File: src/rtl/pmc_pkg.sv
package pmc_pkg;
  typedef enum logic [1:0] {
    M_RUN  = 2'd0,
    M_HALT = 2'd1,
    M_STBY = 2'd2,
    M_WAKE = 2'd3
  } pmode_e;

  typedef enum logic [1:0] {
    W_NONE = 2'd0,
    W_EXT  = 2'd1,
    W_INT  = 2'd2
  } wsrc_e;

  localparam logic [2:0] A_RATE  = 3'd0;
  localparam logic [2:0] A_PERM  = 3'd1;
  localparam logic [2:0] A_GATE  = 3'd2;
  localparam logic [2:0] A_SETL  = 3'd3;
  localparam logic [2:0] A_MODE  = 3'd4;

  localparam logic [1:0] CMD_HALT = 2'd1;
  localparam logic [1:0] CMD_STBY = 2'd2;
endpackage

File: src/rtl/pmc_regs.sv
module pmc_regs
  import pmc_pkg::*;
#(
  parameter int DATA_W    = 16,
  parameter int NUM_PER   = 4,
  parameter int CNT_W     = 16,
  parameter int CODE_W    = 3,
  parameter int NUM_RATES = 6,
  parameter int SETL_RST  = 1024
) (
  input  logic               clk,
  input  logic               rst,
  input  logic               wr_en,
  input  logic [2:0]         wr_addr,
  input  logic [DATA_W-1:0]  wr_data,
  output logic [CODE_W-1:0]  rate_code,
  output logic               rate_load,
  output logic [NUM_PER-1:0] per_mask,
  output logic [NUM_PER-1:0] gate_mask,
  output logic [CNT_W-1:0]   setl_cnt,
  output logic               cmd_vld,
  output logic [1:0]         cmd_val
);
  localparam logic [CODE_W-1:0] LAST_CODE = CODE_W'(NUM_RATES - 1);

  logic [CODE_W-1:0] new_code;

  assign new_code  = wr_data[CODE_W-1:0];
  assign rate_load = wr_en && (wr_addr == A_RATE) && (new_code <= LAST_CODE);
  assign cmd_vld   = wr_en && (wr_addr == A_MODE);
  assign cmd_val   = wr_data[1:0];

  always_ff @(posedge clk) begin
    if (rst) begin
      rate_code <= '0;
      per_mask  <= '1;
      gate_mask <= '1;
      setl_cnt  <= CNT_W'(SETL_RST);
    end else begin
      if (rate_load) rate_code <= new_code;
      if (wr_en && wr_addr == A_PERM) per_mask  <= wr_data[NUM_PER-1:0];
      if (wr_en && wr_addr == A_GATE) gate_mask <= wr_data[NUM_PER-1:0];
      if (wr_en && wr_addr == A_SETL) setl_cnt  <= wr_data[CNT_W-1:0];
    end
  end
endmodule

File: src/rtl/pmc_fsm.sv
module pmc_fsm
  import pmc_pkg::*;
#(
  parameter int NUM_INT = 4,
  parameter int CNT_W   = 16
) (
  input  logic               clk,
  input  logic               rst,
  input  logic               ext_irq,
  input  logic [NUM_INT-1:0] int_irq,
  input  logic               ref_tick,
  input  logic               cmd_vld,
  input  logic [1:0]         cmd_val,
  input  logic [CNT_W-1:0]   setl_cnt,
  output pmode_e             mode_d,
  output pmode_e             mode_q,
  output wsrc_e              wsrc_q
);
  wsrc_e            wsrc_d;
  logic [CNT_W-1:0] cnt_q, cnt_d;
  logic             pend_q, pend_d;
  pmode_e           pmode_q, pmode_d;
  logic             cmd_sleep;

  assign cmd_sleep = cmd_vld && (cmd_val == CMD_HALT || cmd_val == CMD_STBY);

  always_comb begin
    mode_d  = mode_q;
    wsrc_d  = wsrc_q;
    cnt_d   = cnt_q;
    pend_d  = pend_q;
    pmode_d = pmode_q;
    unique case (mode_q)
      M_RUN: begin
        if (pend_q) begin
          mode_d = pmode_q;
          pend_d = 1'b0;
        end else if (cmd_vld && cmd_val == CMD_HALT) begin
          mode_d = M_HALT;
        end else if (cmd_vld && cmd_val == CMD_STBY) begin
          mode_d = M_STBY;
        end
      end
      M_HALT: begin
        if (ext_irq) begin
          mode_d = M_RUN;
          wsrc_d = W_EXT;
        end else if (|int_irq) begin
          mode_d = M_RUN;
          wsrc_d = W_INT;
        end
      end
      M_STBY: begin
        if (ext_irq) begin
          mode_d = M_WAKE;
          wsrc_d = W_EXT;
          cnt_d  = (setl_cnt == '0) ? CNT_W'(1) : setl_cnt;
        end
      end
      M_WAKE: begin
        if (cmd_sleep) begin
          pend_d  = 1'b1;
          pmode_d = (cmd_val == CMD_HALT) ? M_HALT : M_STBY;
        end
        if (ref_tick) begin
          if (cnt_q <= CNT_W'(1)) mode_d = M_RUN;
          else                    cnt_d  = cnt_q - CNT_W'(1);
        end
      end
      default: mode_d = M_RUN;
    endcase
  end

  always_ff @(posedge clk) begin
    if (rst) begin
      mode_q  <= M_RUN;
      wsrc_q  <= W_NONE;
      cnt_q   <= '0;
      pend_q  <= 1'b0;
      pmode_q <= M_RUN;
    end else begin
      mode_q  <= mode_d;
      wsrc_q  <= wsrc_d;
      cnt_q   <= cnt_d;
      pend_q  <= pend_d;
      pmode_q <= pmode_d;
    end
  end
endmodule

File: src/rtl/pmc_clkgen.sv
module pmc_clkgen
  import pmc_pkg::*;
#(
  parameter int NUM_PER   = 4,
  parameter int CODE_W    = 3,
  parameter int NUM_RATES = 6
) (
  input  logic               clk,
  input  logic               rst,
  input  pmode_e             mode_d,
  input  logic [CODE_W-1:0]  rate_code,
  input  logic               rate_load,
  input  logic [NUM_PER-1:0] per_mask,
  input  logic [NUM_PER-1:0] gate_mask,
  output logic               cpu_en_q,
  output logic [NUM_PER-1:0] per_en_q,
  output logic               osc_q
);
  localparam int DIV_W = (NUM_RATES > 1) ? NUM_RATES - 1 : 1;

  logic [DIV_W:0]     span;
  logic [DIV_W-1:0]   lim;
  logic [DIV_W-1:0]   div_q;
  logic               run_d;
  logic [NUM_PER-1:0] per_n;

  assign run_d = (mode_d == M_RUN);
  assign span  = {{DIV_W{1'b0}}, 1'b1} << rate_code;
  assign lim   = span[DIV_W-1:0] - DIV_W'(1);

  for (genvar g = 0; g < NUM_PER; g++) begin : g_per
    always_comb begin
      unique case (mode_d)
        M_RUN:   per_n[g] = per_mask[g];
        M_HALT:  per_n[g] = per_mask[g] & ~gate_mask[g];
        default: per_n[g] = 1'b0;
      endcase
    end
  end

  always_ff @(posedge clk) begin
    if (rst) begin
      div_q    <= '0;
      cpu_en_q <= 1'b0;
      per_en_q <= '0;
      osc_q    <= 1'b1;
    end else begin
      if (rate_load || !run_d || div_q == lim) div_q <= '0;
      else                                     div_q <= div_q + DIV_W'(1);
      cpu_en_q <= run_d && (div_q == '0);
      per_en_q <= per_n;
      osc_q    <= (mode_d != M_STBY);
    end
  end
endmodule

File: src/rtl/pwr_mode_ctrl.sv
module pwr_mode_ctrl
  import pmc_pkg::*;
#(
  parameter int DATA_W    = 16,
  parameter int NUM_PER   = 4,
  parameter int NUM_INT   = 4,
  parameter int CNT_W     = 16,
  parameter int NUM_RATES = 6,
  parameter int SETL_RST  = 1024
) (
  input  logic               clk,
  input  logic               rst,
  input  logic               wr_en,
  input  logic [2:0]         wr_addr,
  input  logic [DATA_W-1:0]  wr_data,
  input  logic               ext_irq,
  input  logic [NUM_INT-1:0] int_irq,
  input  logic               ref_tick,
  output logic               cpu_clk_en,
  output logic [NUM_PER-1:0] per_clk_en,
  output logic               osc_run,
  output logic [1:0]         mode_o,
  output logic [1:0]         wake_src_o
);
  localparam int CODE_W = 3;

  logic [CODE_W-1:0]  rate_code;
  logic               rate_load;
  logic [NUM_PER-1:0] per_mask, gate_mask;
  logic [CNT_W-1:0]   setl_cnt;
  logic               cmd_vld;
  logic [1:0]         cmd_val;
  pmode_e             mode_d, mode_q;
  wsrc_e              wsrc_q;

  pmc_regs #(
    .DATA_W(DATA_W), .NUM_PER(NUM_PER), .CNT_W(CNT_W),
    .CODE_W(CODE_W), .NUM_RATES(NUM_RATES), .SETL_RST(SETL_RST)
  ) u_regs (
    .clk(clk), .rst(rst), .wr_en(wr_en), .wr_addr(wr_addr), .wr_data(wr_data),
    .rate_code(rate_code), .rate_load(rate_load), .per_mask(per_mask),
    .gate_mask(gate_mask), .setl_cnt(setl_cnt), .cmd_vld(cmd_vld), .cmd_val(cmd_val)
  );

  pmc_fsm #(.NUM_INT(NUM_INT), .CNT_W(CNT_W)) u_fsm (
    .clk(clk), .rst(rst), .ext_irq(ext_irq), .int_irq(int_irq), .ref_tick(ref_tick),
    .cmd_vld(cmd_vld), .cmd_val(cmd_val), .setl_cnt(setl_cnt),
    .mode_d(mode_d), .mode_q(mode_q), .wsrc_q(wsrc_q)
  );

  pmc_clkgen #(.NUM_PER(NUM_PER), .CODE_W(CODE_W), .NUM_RATES(NUM_RATES)) u_clk (
    .clk(clk), .rst(rst), .mode_d(mode_d), .rate_code(rate_code), .rate_load(rate_load),
    .per_mask(per_mask), .gate_mask(gate_mask),
    .cpu_en_q(cpu_clk_en), .per_en_q(per_clk_en), .osc_q(osc_run)
  );

  assign mode_o     = mode_q;
  assign wake_src_o = wsrc_q;
endmodule

File: config.mk
export PLATFORM = sky130hd
export DESIGN_NAME = pwr_mode_ctrl
export DESIGN_NICKNAME = d
export VERILOG_FILES = /design/src/rtl/pmc_pkg.sv /design/src/rtl/pmc_regs.sv /design/src/rtl/pmc_fsm.sv /design/src/rtl/pmc_clkgen.sv /design/src/rtl/pwr_mode_ctrl.sv
export SDC_FILE = /design/constraint.sdc
export NUM_CORES = 1
export LEC_CHECK = 0
export ABC_AREA = 1
export BUFFER_PORTS_ARGS = -buffer_cell sky130_fd_sc_hd__buf_2
export CAP_MARGIN = 10
export CORE_AREA = 2 2 98 100
export CTS_CLUSTER_DIAMETER = 150
export CTS_CLUSTER_SIZE = 16
export DETAILED_ROUTE_END_ITERATION = 12
export DIE_AREA = 0 0 100 102
export GPL_TIMING_DRIVEN = 0
export PLACE_DENSITY = 0.6
export SLEW_MARGIN = 5
export SYNTH_ARGS = -nofsm -noshare
export SYNTH_HDL_FRONTEND = slang
export SYNTH_SLANG_ARGS = --single-unit
File: constraint.sdc
create_clock -name clk -period 2.6 [get_ports clk]
set_input_delay 0.13 -clock clk [delete_from_list [all_inputs] [get_ports clk]]
set_output_delay 0.13 -clock clk [all_outputs]
set_load 0.02 [all_outputs]
# Yosys cells after proc, flatten, opt, wreduce, memory -nomap -nowiden
# Cells that the tools add are included.
[classes] n_addsub=3 n_lt_le_gt_ge=2 n_eq_ne=17 shift=1 muxes=25 n_bitwise=8 n_reduce_logical=28
[op_table] op="16-bit two-way mux" count=4
[op_table] op="16-bit case mux with 2 select lines" count=1
[op_table] op="2-bit two-way mux" count=12
[op_table] op="16-bit by 1-bit less-or-equal comparator with 1-bit output, second input constant" count=1
[op_table] op="16-bit zero test" count=1
[op_table] op="16-bit by 1-bit subtractor with 16-bit output, second input constant" count=1
[op_table] op="1-bit logical AND" count=10
[op_table] op="1-bit case mux with 2 select lines" count=5
[op_table] op="2-bit inequality test, second input constant" count=4
[op_table] op="2-bit case mux with 4 select lines" count=1
[op_table] op="2-bit by 1-bit == test with 1-bit output, second input constant" count=3
[op_table] op="2-bit == test, second input constant" count=3
[op_table] op="3-bit by 2-bit == test with 1-bit output, second input constant" count=2
[op_table] op="2-bit nonzero test" count=3
[op_table] op="5-bit by 1-bit adder with 5-bit output, second input constant" count=1
[op_table] op="5-bit == test" count=1
[op_table] op="5-bit zero test" count=1
[op_table] op="1-bit by 3-bit << shifter with 5-bit output, first input constant" count=1
[op_table] op="5-bit by 1-bit subtractor with 5-bit output, second input constant" count=1
[op_table] op="1-bit AND" count=4
[op_table] op="2-bit zero test" count=2
[op_table] op="1-bit inverter" count=4
[op_table] op="2-bit case mux with 2 select lines" count=1
[op_table] op="2-bit AND reduction" count=2
[op_table] op="other kinds (13)" count=15
[word_totals] ff_bits=61 input_bits=28 elab_cells=97

# Longest topological paths before layout
[depth] ltp_word=12 mapped_depth=12

# Hierarchy
# A second synthesis with hierarchy kept.
[unflattened] cells_unflattened=527 area_unflattened_um2=3413.3
[by_module_without_submodules] mod="pmc_fsm" instances=1 cells_per_inst=285 area_per_inst_um2=1689.1 seq_area_each_um2=460.4
[by_module_without_submodules] mod="pmc_regs" instances=1 cells_per_inst=171 area_per_inst_um2=1201.2 seq_area_each_um2=540.5
[by_module_without_submodules] mod="pmc_clkgen" instances=1 cells_per_inst=71 area_per_inst_um2=523.0 seq_area_each_um2=220.2

# Worst setup path before layout
# Ideal clock, no wire load.
[synth_timing] path_kind="reg2reg" startpoint="reg u_fsm.mode_q[0]" endpoint="reg u_fsm.cnt_q[11]" setup_time_ps=70 arrival_time_ps=1610 required_ps=2530 setup_slack_ps=919 stages_incl_launch_ff=11 path_buffers=1 period_less_slack_ps=1681 cell_sequence="dfxtp_1 > inv_1 > ha_1 > inv_1 > nor2_1 > a21oi_1 > nand2_2 > inv_2 > buf_6 > nand2_1 > a21oi_1"
[synth_between] elab_chain_cells=3 elab_cells_between_ends=8
[synth_lines] item="start, declared" line="pmc_fsm.sv:16" source="output pmode_e mode_q,"
[synth_lines] item="start signal, assigned" line="pmc_fsm.sv:82" source="mode_q <= mode_d;"
[synth_lines] item="2-bit == test" line="pmc_fsm.sv:33" source="unique case (mode_q)"
[synth_lines] item="2-bit inequality test (no line) or 2-bit nonzero test (tied branches)"
[synth_lines] item="4-bit AND reduction (no line)"
[synth_lines] item="end signal, assigned" line="pmc_fsm.sv:84" source="cnt_q <= cnt_d;"
[synth_lines] item="end, declared" line="pmc_fsm.sv:20" source="logic [CNT_W-1:0] cnt_q, cnt_d;"
# Several ways; a longest one is shown, not always the timed one.
# A chain may end at the register's enable or synchronous reset.

# Final worst setup path
[layout_timing] startpoint="reg u_fsm.mode_q[0]" endpoint="reg u_fsm.cnt_q[4]"
# The elaborated chain is that of the path after synthesis.

==> impl_metrics.py <==
metrics = {
    "grt": {
        "grt_antenna_before_repair": 0,
        "grt_max_degree": 12,
        "met1_usage": 0.208,
        "gr-usage-met2": 0.243,
        "grt-ovfl-total": 0,
        "grt_pass1_wl_um": 12700,
        "top_usage_layer": "met2",
        "grt_pass1_vias": 2737,
        "grt.total_usage": 0.157,
        "use_met3": 0.0308,
    },
    "power": {
        "p_int_mw": 1.58,
        "peakVddDrop_mv": 0.238,
        "switchingPower_mw": 0.525,
        "comb_power_share": 0.097,
        "seqPwrFrac": 0.463,
        "power_density_nw_per_um2": 579,
        "total_leakage_power_nw": 1.61,
        "swShare": 0.250,
        "p_clk_frac": 0.440,
        "power_mw": 2.10,
    },
    "placement": {
        "portBuffers": 36,
        "hpwlAfterDp_um": 5770,
        "place.gp.congestion": 0.907,
    },
    "drt": {
        "drt_pass1_iterations": 5,
        "vias": 2937,
        "ant_nets": 0,
        "vias_per_cell": 4.84,
        "wirelength_um": 7610,
        "drc": 0,
        "post_drt_wl_per_cell_um": 12.5,
        "drt-initial-drc-count": 158,
    },
    "die": {
        "boundaryPins": 38,
        "die-area_um2": 10200,
        "row_count": 35,
        "coreArea_um2": 9110,
        "initial_core_util": 0.340,
        "fp.dieW_um": 100,
        "die_h_um": 102,
    },
    "setup_path": {
        "end_kind": "flip-flop",
        "crit_fanout": 10,
        "critical_path.top_delay_family": "buffers and inverters",
        "crit_chain": "ha_1 > clkbuf_1 > clkbuf_1 > o21ai_0 > o21ai_0 > nor2_1",
        "rr_endpoint": "u_fsm.cnt_q[4]",
        "r2r_slack_ns": 0.53,
        "critPathMaxStageDelay_ns": 0.48,
        "worstRegToRegCells": 6,
        "path_buf_inv": 2,
        "worstSetupPathType": "reg2reg",
        "crit_slowest_cell": "clkbuf_1",
        "startpoint_type": "flip-flop",
        "rr_startpoint": "u_fsm.mode_q[0]",
        "cp.required_ns": 2.83,
        "critPathArrivalTime_ns": 2.30,
    },
    "clock_tree": {
        "post-cts-setup-buffers": 0,
        "clk_path_buf_depth": 2,
        "htree_levels": 3,
        "cts_buffers": 9,
        "clock_latency_ns": 0.34,
        "cts_hold_buf": 0,
        "clock_sinks": 61,
        "clkTransAtPathRegs_ns": 0.07,
        "cts-root-buf": "clkbuf_8",
        "cts_tree": "built",
        "cts_resized": 0,
    },
    "finish": {
        "register_area_um2": 1220,
        "finish.utilization": 0.398,
        "n_antenna_cell": 0,
        "drive_gt1_frac": 0.129,
        "multi_input_area_um2": 1570,
        "nFillCells": 970,
        "area_growth_pct": 17.2,
        "fin_nets": 529,
    },
    "yosys": {
        "postSynthAreaPerCell_um2": 6.97,
        "ys_seq_elements": 61,
        "yosysWarnings": 0,
        "ys_seq_area_frac": 0.395,
        "netlist_area_um2": 3090,
        "syn_nets": 482,
        "syn_inst": 444,
        "synthDistinctLibCells": 30,
    },
    "sta": {
        "slew-limit-headroom": 0.477,
        "timing.final.crit_share": 0.794,
        "fmax_mhz": 484,
        "tightest_slew_ns": 0.779,
        "fin_crit_ns": 2.07,
        "drv_slew": 0,
        "hold_violations": 0,
        "finalClockSkew_ns": 0.00804,
        "tns_ns": 0,
        "setup_viol": 0,
        "rsz0062_at_grt": "no",
    },
    "min_path": {
        "holdCritStartpoint": "wr_data[10]",
        "hp-class": "in2reg",
        "min_delay_worst_endpoint": "u_regs.setl_cnt[10]",
        "min_path_cells": 3,
    },
    "status": {
        "status": "completed",
    },
    "job": {
        "maxCapViolCount": 0,
    },
}
## cells in the final DEF, fill, tap and decap left out, types with 2 or more instances in the layout
cell       count
o211ai_1       7
buf_6          2
nand4_1        6
nand3_1       22
nand2_1       71
xor2_1         4
ha_1          10
a211oi_1       2
nor3_1         9
clkinv_2       2
xnor2_1        3
buf_2         37
dfxtp_1       61
clkbuf_8       9
a21oi_1       49
nor2_1        59
a21oi_4        2
nand2_2        2
o21ai_0       51
clkbuf_1      11
inv_1         60
bufinv_16      2
nor2_2         3
## worst max path at each step
stage / from / end / slack [ns] / cells after the start
global placement: u_fsm.mode_q[0] / u_fsm.cnt_q[4] / 0.61 / 6
CTS: u_fsm.mode_q[0] / u_fsm.cnt_q[4] / 0.52 / 6
finish: u_fsm.mode_q[0] / u_fsm.cnt_q[4] / 0.53 / 6
floorplan: u_fsm.mode_q[0] / u_fsm.cnt_q[11] / 0.92 / 10
detailed placement: u_fsm.mode_q[0] / u_fsm.cnt_q[4] / 0.53 / 6
global route: u_fsm.mode_q[0] / u_fsm.cnt_q[4] / 0.30 / 6
## logic make-up (layout without fill, tap and decap cells)
family                     after synthesis  after routing  synth area share
and+or+nand+nor                        176            176             0.246
AOI/OAI and AO/OA                      115            115             0.203
xor gates and xnor gates                 7              7            0.0198
adders and majority gates               10             10            0.0405
buffers and inverters                   75            127            0.0963
DFF                                     61             61             0.395
## per-layer routing
layer  vias up  share of wire
met4         0          0.028
li1       1552              -
met1      1300           0.49
met2        69           0.44
met3        16          0.044
met5         -              0
## cell usage after synthesis
cell type	instances	area (um2)
xor2_1	4	35.0
a31oi_1	1	6.26
xnor2_1	3	26.3
nand3_1	22	110
clkbuf_1	10	37.5
o21ai_0	51	255
nand4_1	6	37.5
a21o_1	1	7.51
clkinv_1	1	3.75
buf_6	2	22.5
nand3_4	1	17.5
a21oi_1	49	245
inv_1	60	225
ha_1	10	125
a211oi_1	2	15.0
a2bb2oi_1	1	8.76
nand2_1	71	267
a21oi_4	2	32.5
inv_2	1	3.75
nand3b_1	1	7.51
o21ai_1	1	5.00
o211ai_1	7	52.6
nand2_2	2	12.5
buf_2	1	5.00
and2_1	1	6.26
nor2_1	59	221
nor3_1	9	45.0
dfxtp_1	61	1220
nor2_2	3	18.8
nor3_4	1	16.3
## power groups by stage
| stage | Sequential, mW | Clock, mW | Combinational, mW |
|---|---|---|---|
| floorplan | 1.00 | 0 | 0.124 |
| global placement | 0.994 | 0 | 0.202 |
| detailed placement | 0.995 | 0 | 0.204 |
| CTS | 0.974 | 0.937 | 0.205 |
| global route | 0.976 | 0.981 | 0.231 |
| finish | 0.974 | 0.923 | 0.203 |
## sequential cells by signal (all words and copies together), names as in the netlist, 2 cells and up
signal / flops
u_fsm.pmode_q: 2
u_clk.div_q: 5
u_regs.setl_cnt: 16
u_fsm.cnt_q: 16
u_clk.per_en_q: 4
u_regs.per_mask: 4
u_fsm.mode_q: 2
u_regs.gate_mask: 4
u_fsm.wsrc_q: 2
u_regs.rate_code: 3
## worst min-delay path, delay by kind of cell
family / cells / cell delay (ns)
AOI/OAI and AO/OA: 2 / 0.13
buffers and inverters: 1 / 0.08
## layout make-up
type | count | area share
Clock buffer | 10 | 0.0352
Tap cell | 111 | 0.0383
Clock inverter | 6 | 0.0238
Buffer | 13 | 0.0179
Sequential cell | 61 | 0.337
Inverter | 62 | 0.0642
Timing Repair Buffer | 36 | 0.0497
Multi-Input combinational cell | 308 | 0.434
## through the flow
stage,cells,hold WS [ns],setup WS [ns],instance area [um2]
floorplan,444,0.256,0.919,3090
global placement,591,0.367,0.610,3410
detailed placement,591,0.377,0.535,3410
CTS,607,0.0244,0.524,3630
global route,607,0.0239,0.303,3630
finish,607,0.0389,0.534,3630
(Power assumes the default switching activity.)
